$ cat src/rtl/csd_pkg.sv
// Package: shared saturation helpers for the cascaded modulator.
// Assumes all operands are already sign-extended to the width handled.
package csd_pkg;

    // Saturate a 32-bit signed value into [lo, hi].
    function automatic logic signed [31:0] clamp32(input logic signed [31:0] v,
                                                   input logic signed [31:0] lo,
                                                   input logic signed [31:0] hi);
        if (v > hi)      return hi;
        else if (v < lo) return lo;
        else             return v;
    endfunction

endpackage

$ cat src/rtl/csd_quant.sv
// Module: multi-level mid-tread quantizer.
// Rounds the loop value to the nearest code step (ties upward) and clamps the code
// to +/-HALF_LEVELS. Also returns the quantization error (code*step - v), clamped
// to +/- two steps so that the loop state stays bounded on overload.
// Assumes STEP_SH >= 1 and ACC_W large enough to hold HALF_LEVELS steps.
module csd_quant #(
    parameter int ACC_W       = 18,
    parameter int STEP_SH     = 11,
    parameter int HALF_LEVELS = 16,
    parameter int CODE_W      = 6
) (
    input  logic signed [ACC_W-1:0]  v,
    output logic signed [CODE_W-1:0] code,
    output logic signed [ACC_W-1:0]  qerr
);
    import csd_pkg::*;

    localparam logic signed [31:0] HALF_STEP = 32'sd1 <<< (STEP_SH - 1);
    localparam logic signed [31:0] ERR_LIM   = 32'sd2 <<< STEP_SH;

    logic signed [31:0] v_w, lvl, rec;

    // Rounds to the nearest step, clamps the code and derives the error.
    always_comb begin
        v_w  = 32'(v);
        lvl  = clamp32((v_w + HALF_STEP) >>> STEP_SH,
                       -32'(HALF_LEVELS), 32'(HALF_LEVELS));
        rec  = lvl <<< STEP_SH;
        code = CODE_W'(lvl);
        qerr = ACC_W'(clamp32(rec - v_w, -ERR_LIM, ERR_LIM));
    end
endmodule

$ cat src/rtl/csd_shaper.sv
// Module: second-order error-feedback noise shaper, NTF = (1 - z^-1)^2.
// The code is combinational from the present input and the two stored errors.
// The error states advance only on edges where 'en' is high. The loop sum
// saturates to ACC_W bits. Assumes DATA_W < ACC_W.
module csd_shaper #(
    parameter int DATA_W      = 16,
    parameter int ACC_W       = 18,
    parameter int STEP_SH     = 11,
    parameter int HALF_LEVELS = 16,
    parameter int CODE_W      = 6
) (
    input  logic                     clk,
    input  logic                     rst_n,
    input  logic                     en,
    input  logic signed [DATA_W-1:0] x,
    output logic signed [CODE_W-1:0] code
);
    import csd_pkg::*;

    localparam logic signed [31:0] ACC_MAX = (32'sd1 <<< (ACC_W - 1)) - 32'sd1;

    logic signed [ACC_W-1:0] qa, qb, v, qnew;

    // Loop sum: input minus twice the last error plus the one before, saturated.
    always_comb begin
        v = ACC_W'(clamp32(32'(x) - (32'(qa) <<< 1) + 32'(qb), -ACC_MAX, ACC_MAX));
    end

    csd_quant #(
        .ACC_W(ACC_W), .STEP_SH(STEP_SH),
        .HALF_LEVELS(HALF_LEVELS), .CODE_W(CODE_W)
    ) i_quant (
        .v(v), .code(code), .qerr(qnew)
    );

    // Error delay line: cleared on reset, shifted on each accepted sample.
    always_ff @(posedge clk) begin
        if (!rst_n) begin
            qa <= '0;
            qb <= '0;
        end else if (en) begin
            qa <= qnew;
            qb <= qa;
        end
    end
endmodule

$ cat src/rtl/csd_cascade.sv
// Module: two-stage cascaded modulator top.
// Stage one shapes the input. The difference between the input and its code,
// gained by 2^K_SHIFT, is registered and shaped by stage two on the next cycle.
// Both codes leave through an aligned output register, two cycles after the
// sample is accepted. Assumes HALF_LEVELS is a power of two below 2^(DATA_W-2).
module csd_cascade #(
    parameter int DATA_W      = 16,
    parameter int HALF_LEVELS = 16,
    parameter int K_SHIFT     = 2,
    localparam int LEV_SH     = $clog2(HALF_LEVELS),
    localparam int CODE_W     = LEV_SH + 2
) (
    input  logic                     clk,
    input  logic                     rst_n,
    input  logic                     in_valid,
    input  logic signed [DATA_W-1:0] in_data,
    output logic                     out_valid,
    output logic signed [CODE_W-1:0] code_p,
    output logic signed [CODE_W-1:0] code_s
);
    import csd_pkg::*;

    localparam int STEP_SH = DATA_W - 1 - LEV_SH;
    localparam int ACC_W   = DATA_W + 2;
    localparam logic signed [31:0] DATA_MAX = (32'sd1 <<< (DATA_W - 1)) - 32'sd1;
    localparam logic signed [31:0] DATA_MIN = -(32'sd1 <<< (DATA_W - 1));

    logic signed [CODE_W-1:0] c1, c2, c1_d;
    logic signed [DATA_W-1:0] resid, resid_d;
    logic                     vld_d;

    csd_shaper #(
        .DATA_W(DATA_W), .ACC_W(ACC_W), .STEP_SH(STEP_SH),
        .HALF_LEVELS(HALF_LEVELS), .CODE_W(CODE_W)
    ) i_primary (
        .clk(clk), .rst_n(rst_n), .en(in_valid), .x(in_data), .code(c1)
    );

    // Error extraction: gain the input-minus-code residue by K and saturate.
    always_comb begin
        resid = DATA_W'(clamp32((32'(in_data) - (32'(c1) <<< STEP_SH)) <<< K_SHIFT,
                                DATA_MIN, DATA_MAX));
    end

    // Stage boundary: hold the primary code and the gained residue for stage two.
    always_ff @(posedge clk) begin
        if (!rst_n) begin
            c1_d    <= '0;
            resid_d <= '0;
            vld_d   <= 1'b0;
        end else begin
            vld_d <= in_valid;
            if (in_valid) begin
                c1_d    <= c1;
                resid_d <= resid;
            end
        end
    end

    csd_shaper #(
        .DATA_W(DATA_W), .ACC_W(ACC_W), .STEP_SH(STEP_SH),
        .HALF_LEVELS(HALF_LEVELS), .CODE_W(CODE_W)
    ) i_secondary (
        .clk(clk), .rst_n(rst_n), .en(vld_d), .x(resid_d), .code(c2)
    );

    // Output register: publish both codes of the same sample together.
    always_ff @(posedge clk) begin
        if (!rst_n) begin
            code_p    <= '0;
            code_s    <= '0;
            out_valid <= 1'b0;
        end else begin
            out_valid <= vld_d;
            if (vld_d) begin
                code_p <= c1_d;
                code_s <= c2;
            end
        end
    end
endmodule

$ cat config.mk
export PLATFORM = sky130hd
export DESIGN_NAME = csd_cascade
export DESIGN_NICKNAME = d
export VERILOG_FILES = /design/src/rtl/csd_pkg.sv /design/src/rtl/csd_quant.sv /design/src/rtl/csd_shaper.sv /design/src/rtl/csd_cascade.sv
export SDC_FILE = /design/constraint.sdc
export NUM_CORES = 1
export LEC_CHECK = 0
export ABC_AREA = 1
export BUFFER_PORTS_ARGS = -buffer_cell sky130_fd_sc_hd__buf_2
export CAP_MARGIN = 20
export CORE_MARGIN = 4
export CORE_UTILIZATION = 45
export CTS_CLUSTER_DIAMETER = 80
export DETAILED_ROUTE_END_ITERATION = 7
export SYNTH_ARGS = -nofsm -noshare
export SYNTH_HDL_FRONTEND = slang
export SYNTH_SLANG_ARGS = --single-unit
$ cat constraint.sdc
create_clock -name clk -period 14.49 [get_ports clk]
set_input_delay 2.898 -clock clk [delete_from_list [all_inputs] [get_ports clk]]
set_output_delay 2.898 -clock clk [all_outputs]
set_load 0.01 [all_outputs]
==> key figures, run 1 <==
Run status
  – Status: finished, final reports clean

Global route
  – Largest net degree at the start of global routing: 71
  – Initial antenna violation count: 0
  – GR Overflow Total: 0
  – First-pass GRT wire length: 49,300 um
  – Vias in the first global route: 10,200
  – Tot GR Track Use: 22.4%

Timing
  – # setup viols final: 0
  – Worst-Margin Slew: 1090 ps
  – Max Clock Freq: 104 MHz
  – Final TNS setup: 0 ps
  – Final Skew: 11.0 ps
  – Crit share post-route: 66.0%
  – RSZ-0062 raised after global routing: false
  – Final min period: 9570 ps
  – Final hold violations: 0
  – Max transition margin: 27.1%
  – Pins over their slew limit: 0

Yosys
  – Post-synth EDFFs: 0
  – Synth Area per Inst: 6.01 um^2
  – Cells after Synth: 1,833
  – Sequential-to-total area share from yosys stat: 19.4%
  – Syn Nets: 1,957
  – Flops & latches, synth: 107
  – Netlist cell types: 43
  – FFs w/ async S/R, synth: 0%
  – Top FF cell, synth: dfxtp_1
  – Synthesized area: 11,000 um^2
  – Syn. warnings: 0

Job
  – # Max-Cap Violations: 0

CTS
  – Total clock sinks: 107
  – CTS buffer count: 9
  – Hold buffers post-CTS: 0
  – Postcts setup bufs: 0
  – CTS max path bufs: 2
  – Clk pin slew, worst setup/hold paths: 70 ps
  – CTS tree: done
  – CTS root buf: clkbuf_16
  – H-tree levels: 3
  – Later-pin clock latency in the skew report: 350 ps
  – # resized after CTS: 0

Setup path
  – R2r setup slk: 7330 ps
  – Slowest cell on crit path: a21oi_1
  – Setup crit end kind: flip-flop
  – Worst Path Arrival: 9850 ps
  – Data required, critical path: 14,770 ps
  – CP max stage delay: 750 ps
  – Worst-path fanout max: 21
  – R2R Path Start: i_primary.qb[8]
  – CP Launch Type: input port
  – FF-to-FF End: resid_d[11]
  – FF-to-FF path depth: 32
  – Setup CP Type: input port to flip-flop

Min path
  – Worst Hold Launch: resid_d[11]
  – Hold Path Class: flip-flop to flip-flop
  – WHS Endpoint: resid_d[11]
  – WHS Path Cells: 2

Die
  – Starting Density: 45.6%
  – Core area: 24,200 um^2
  – Die Ht: 164 um
  – Die X: 164 um
  – Die ar.: 27,100 um^2
  – Rows: 57
  – Num ports: 32

Finish
  – Number of diodes: 0
  – Area growth from synthesis to layout: 5.97%
  – Nets@finish: 1,957
  – Final Non-Filler Cells: 2,162
  – Share of cells above drive strength 1: 8.00%
  – Fin area: 11,700 um^2

Placement
  – Post-placement cell area: 11,400 um^2
  – Final HPWL DP: 24,700 um
  – # port buffers: 31
  – Cell count after placement: 2,146
  – GP Congestion: 0.939

Detailed routing
  – Routed Antenna Nets: 0
  – DR WL/cell: 13.9 um
  – Drt initial violations: 689
  – Vias: 10,800
  – Via density: 5.02
  – First drt pass iteration count: 5
  – Detailed Route WL: 30,100 um
  – DRC viols: 0
-- cell families (layout without fill, tap and decap cells) --
family | Yosys count | after routing | share of synthesized area (%)
and+or+nand+nor | 900 | 900 | 36.1
xor gates and xnor gates | 21 | 21 | 1.67
AOI/OAI and AO/OA | 294 | 294 | 14.0
adders and majority gates | 105 | 105 | 14.4
DFF | 107 | 107 | 19.4
buffers and inverters | 406 | 411 | 14.4
-- layout by cell type, fill, tap and decap left out, drive strengths merged, types with 8 or more instances in the layout --
master,instances
a21oi,179
buf,34
clkbuf,10
clkinv,8
dfxtp,107
fa,37
ha,68
inv,359
nand2,541
nand3,139
nand3b,20
nand4,19
nor2,155
nor3,19
o21ai,101
xor2,15
-- routing by layer --
| layer | vias to the layer above | wire length, um | share of wire [%] | GRT usage, % |
|---|---|---|---|---|
| met2 | 184 | 14700 | 49 | 40.0 |
| li1 | 5745 | - | - | - |
| met3 | 52 | 787 | 2.6 | 2.25 |
| met5 | - | 0 | 0 | 0 |
| met4 | 0 | 891 | 3.0 | 7.45 |
| met1 | 4867 | 13700 | 46 | 28.2 |
-- synth_stat cells, drive strengths merged, types with 20 or more instances --
master  number  share of area [%]
fa          37                6.7
nand2      541                 19
o21ai      101                4.7
dfxtp      107                 19
nand3      139                6.7
clkbuf      31                1.1
a21oi      179                8.3
nand3b      20                1.4
nor2       155                5.9
inv        357                 12
ha          68                7.7
-- sequential cells by signal (all words and copies together), names as in the netlist --
signal / count
i_secondary.qa: 18
c1_d: 6
i_primary.qb: 18
i_secondary.qb: 18
code_p: 6
code_s: 6
vld_d: 1
resid_d: 15
i_primary.qa: 18
out_valid: 1
-- worst max-delay path: cells and delay by family --
kind	cells	cell delay (ps)
adders and majority gates	4	1560
AOI/OAI and AO/OA	5	1850
xor gates and xnor gates	1	140
buffers and inverters	7	760
and+or+nand+nor	17	2650
-- cell type report --
| cell class | instances | area [um^2] |
|---|---|---|
| Fill cell | 2609 | 12500 |
| Inverter | 361 | 1360 |
| Timing Repair Buffer | 34 | 178 |
| Sequential cell | 107 | 2140 |
| Clock buffer | 10 | 239 |
| Clock inverter | 6 | 67.6 |
| Multi-Input combinational cell | 1320 | 7290 |
| Tap cell | 324 | 405 |
-- worst max-delay path by stage --
stage | startpoint | endpoint | slack, ps | cells past startpoint
after detailed placement | in_data[15] | resid_d[11] | 4650 | 34
after floorplan | in_data[15] | i_primary.qa[11] | 6210 | 47
after global routing | in_data[15] | resid_d[11] | 4060 | 32
final | in_data[15] | resid_d[11] | 4920 | 34
after global placement | in_data[15] | resid_d[12] | 4840 | 32
after CTS | in_data[15] | resid_d[11] | 4980 | 34
-- through the flow --
stage               setup WS [ps]  hold slack, ps  util, %
CTS                          4980             469     48.3
floorplan                    6210             445        -
global route                 4060             488     48.3
global placement             4840             453     47.0
detailed placement           4650             456     47.0
finish                       4920             466     48.3
Power of run 1 is not shown: default switching activity piles up to over one toggle a cycle in this logic, so the estimate is an artifact.
==> run 2: changes to the inputs <==
- clock period: 14.49 -> 8.5 ns (I/O delays scaled with it)
==> key figures, run 2 (synthesis gave the netlist of run 1 again) <==
Finish
  – Commonest non-fill, non-tap cell in the layout: nand2_1
  – Number of diodes: 0 (unchanged)
  – Area growth from synthesis to layout: 6.36%
  – Fillcell total: 2,596 (-0.50%)
  – Most frequent cells in the layout: 510 x nand2_1, 347 x inv_1, 174 x a21oi_1
  – Nets@finish: 1,960 (+0.15%)
  – Share of cells above drive strength 1: 8.20% (+0.20 points)
  – Final Core Density: 48.5% (+0.18 points)

Detailed routing
  – First drt pass iteration count: 7 (+2)
  – Vias: 10,800 (-0.028%)
  – DR WL/cell: 14.1 um (+1.3%)
  – Drt initial violations: 755 (+9.6%)
  – Routed Antenna Nets: 0 (unchanged)
  – Detailed Route WL: 30,500 um (+1.4%)
  – DRC viols: 0 (unchanged)
  – Via density: 5.01 (-0.17%)

Setup path
  – R2r setup slk: 1310 ps (-6020 ps)
  – CP most frequent cell: nand2_1
  – Setup CP Type: input port to flip-flop
  – Setup crit end kind: flip-flop
  – R2R Path Start: resid_d[15]
  – CP max stage delay: 570 ps (-180 ps)
  – CP Buf/Inv Count: 6 (-1)
  – Worst Setup SP: in_data[15]
  – Worst-path fanout max: 16 (-24%)
  – Data required, critical path: 8750 ps (-6020 ps)
  – Slowest cell on crit path: fa_1
  – Top Family by Delay on Critical Path: simple AND/OR/NAND/NOR gates
  – Worst Path Arrival: 8070 ps (-1780 ps)
  – CP Launch Type: input port

Timing
  – Worst-Margin Slew: 1010 ps (-85.8 ps)
  – Pins over their slew limit: 0 (unchanged)
  – Max Clock Freq: 128 MHz
  – Final hold violations: 0 (unchanged)
  – # setup viols final: 0 (unchanged)
  – Crit share post-route: 92.0%
  – Max transition margin: 32.8% (+5.6 points)
  – Final min period: 7820 ps
  – Final Skew: 12.5 ps (+1.54 ps)

Min path
  – Hold Path Class: flip-flop to flip-flop
  – Worst Hold Launch: resid_d[2]

CTS
  – Postcts setup bufs: 0 (unchanged)
  – CTS max path bufs: 2 (unchanged)
  – CTS root buf: clkbuf_16
  – CTS tree: done
  – Total clock sinks: 107 (unchanged)
  – H-tree levels: 3 (unchanged)
  – Later-pin clock latency in the skew report: 350 ps (about the same)
  – CTS buffer count: 9 (unchanged)
  – Clk pin slew, worst setup/hold paths: 80 ps (about the same)

Global route
  – Tot GR Track Use: 22.6% (+0.26 points)
  – Vias in the first global route: 9,856 (-3.5%)
  – GR Overflow Total: 0 (unchanged)
  – Initial antenna violation count: 0 (unchanged)
  – Largest net degree at the start of global routing: 58 (-18%)
  – First-pass GRT wire length: 49,500 um (+0.46%)

Die
  – Core area: 24,200 um^2 (unchanged)
  – Num ports: 32 (unchanged)
  – Starting Density: 45.6% (unchanged)
  – Die ar.: 27,100 um^2 (unchanged)
  – Rows: 57 (unchanged)
  – Die X: 164 um (unchanged)
  – Die Ht: 164 um (unchanged)

Placement
  – # port buffers: 31 (unchanged)
  – Final HPWL DP: 25,400 um (+2.7%)
  – GP Congestion: 0.932 (-0.69%)

Run status
  – Status: finished, final reports clean

Job
  – # Max-Cap Violations: 0 (unchanged)
==> run 2: cell types whose count changed in the layout (fill, tap and decap cells not counted), sizes merged <==
cell,change
buf,+3
bufinv,+1
clkinv,-1
==> run 2: per-layer routing <==
layer | wire [um] | GRT usage (%) | share of wire (%) | vias up
met5 | 0 | 0 | 0 | -
met4 | 985 | 7.33 | 3.2 | 0
met3 | 644 | 1.42 | 2.1 | 44
met2 | 14900 | 40.7 | 49 | 166
met1 | 13900 | 29.0 | 46 | 4891
li1 | - | - | - | 5744
==> run 2: worst paths after layout <==
| path | cells after the start | end |
|---|---|---|
| worst max-delay path | 41 | i_primary.qa[11] |
| worst min-delay path | 2 | resid_d[2] |
| worst max register to register | 43 | i_secondary.qa[4] |
| worst min register to register | 2 | resid_d[2] |
==> run 2: worst reg2reg max path, delay by kind of cell, from the launching register on <==
family	cells	cell delay, ps
AND/OR/NAND/NOR	24	3260
AO/OA/AOI/OAI	7	1430
adder cells (fa/ha/maj)	4	1410
buffers and inverters	8	700
flip-flops	1	340
==> run 2: final cells by class <==
type	instances	area (um^2)	area share [%]
Multi-Input combinational cell	1320	7300	62.3
Sequential cell	107	2140	18.3
Inverter	361	1360	11.6
Tap cell	324	405	3.46
Clock buffer	10	229	1.95
Timing Repair Buffer	37	200	1.71
Clock inverter	6	83.8	0.715
==> run 2: metrics by stage <==
step	hold WS, ps	cells	setup TNS (ps)	setup WS [ps]	area (um^2)
after CTS	471	2165	0	732	11700
after detailed placement	458	2149	0	395	11400
after floorplan	445	1833	0	1410	11000
final	468	2165	0	677	11700
after global placement	453	2149	0	531	11400
after global routing	489	2165	-38.0	-21.6	11700
==> run 2: what timing repair did <==
action	CTS	global route
resized for setup	0	4
setup endpoints to repair	0	3
hold buffers	0	0
Power of run 2 is left out for the same reason.
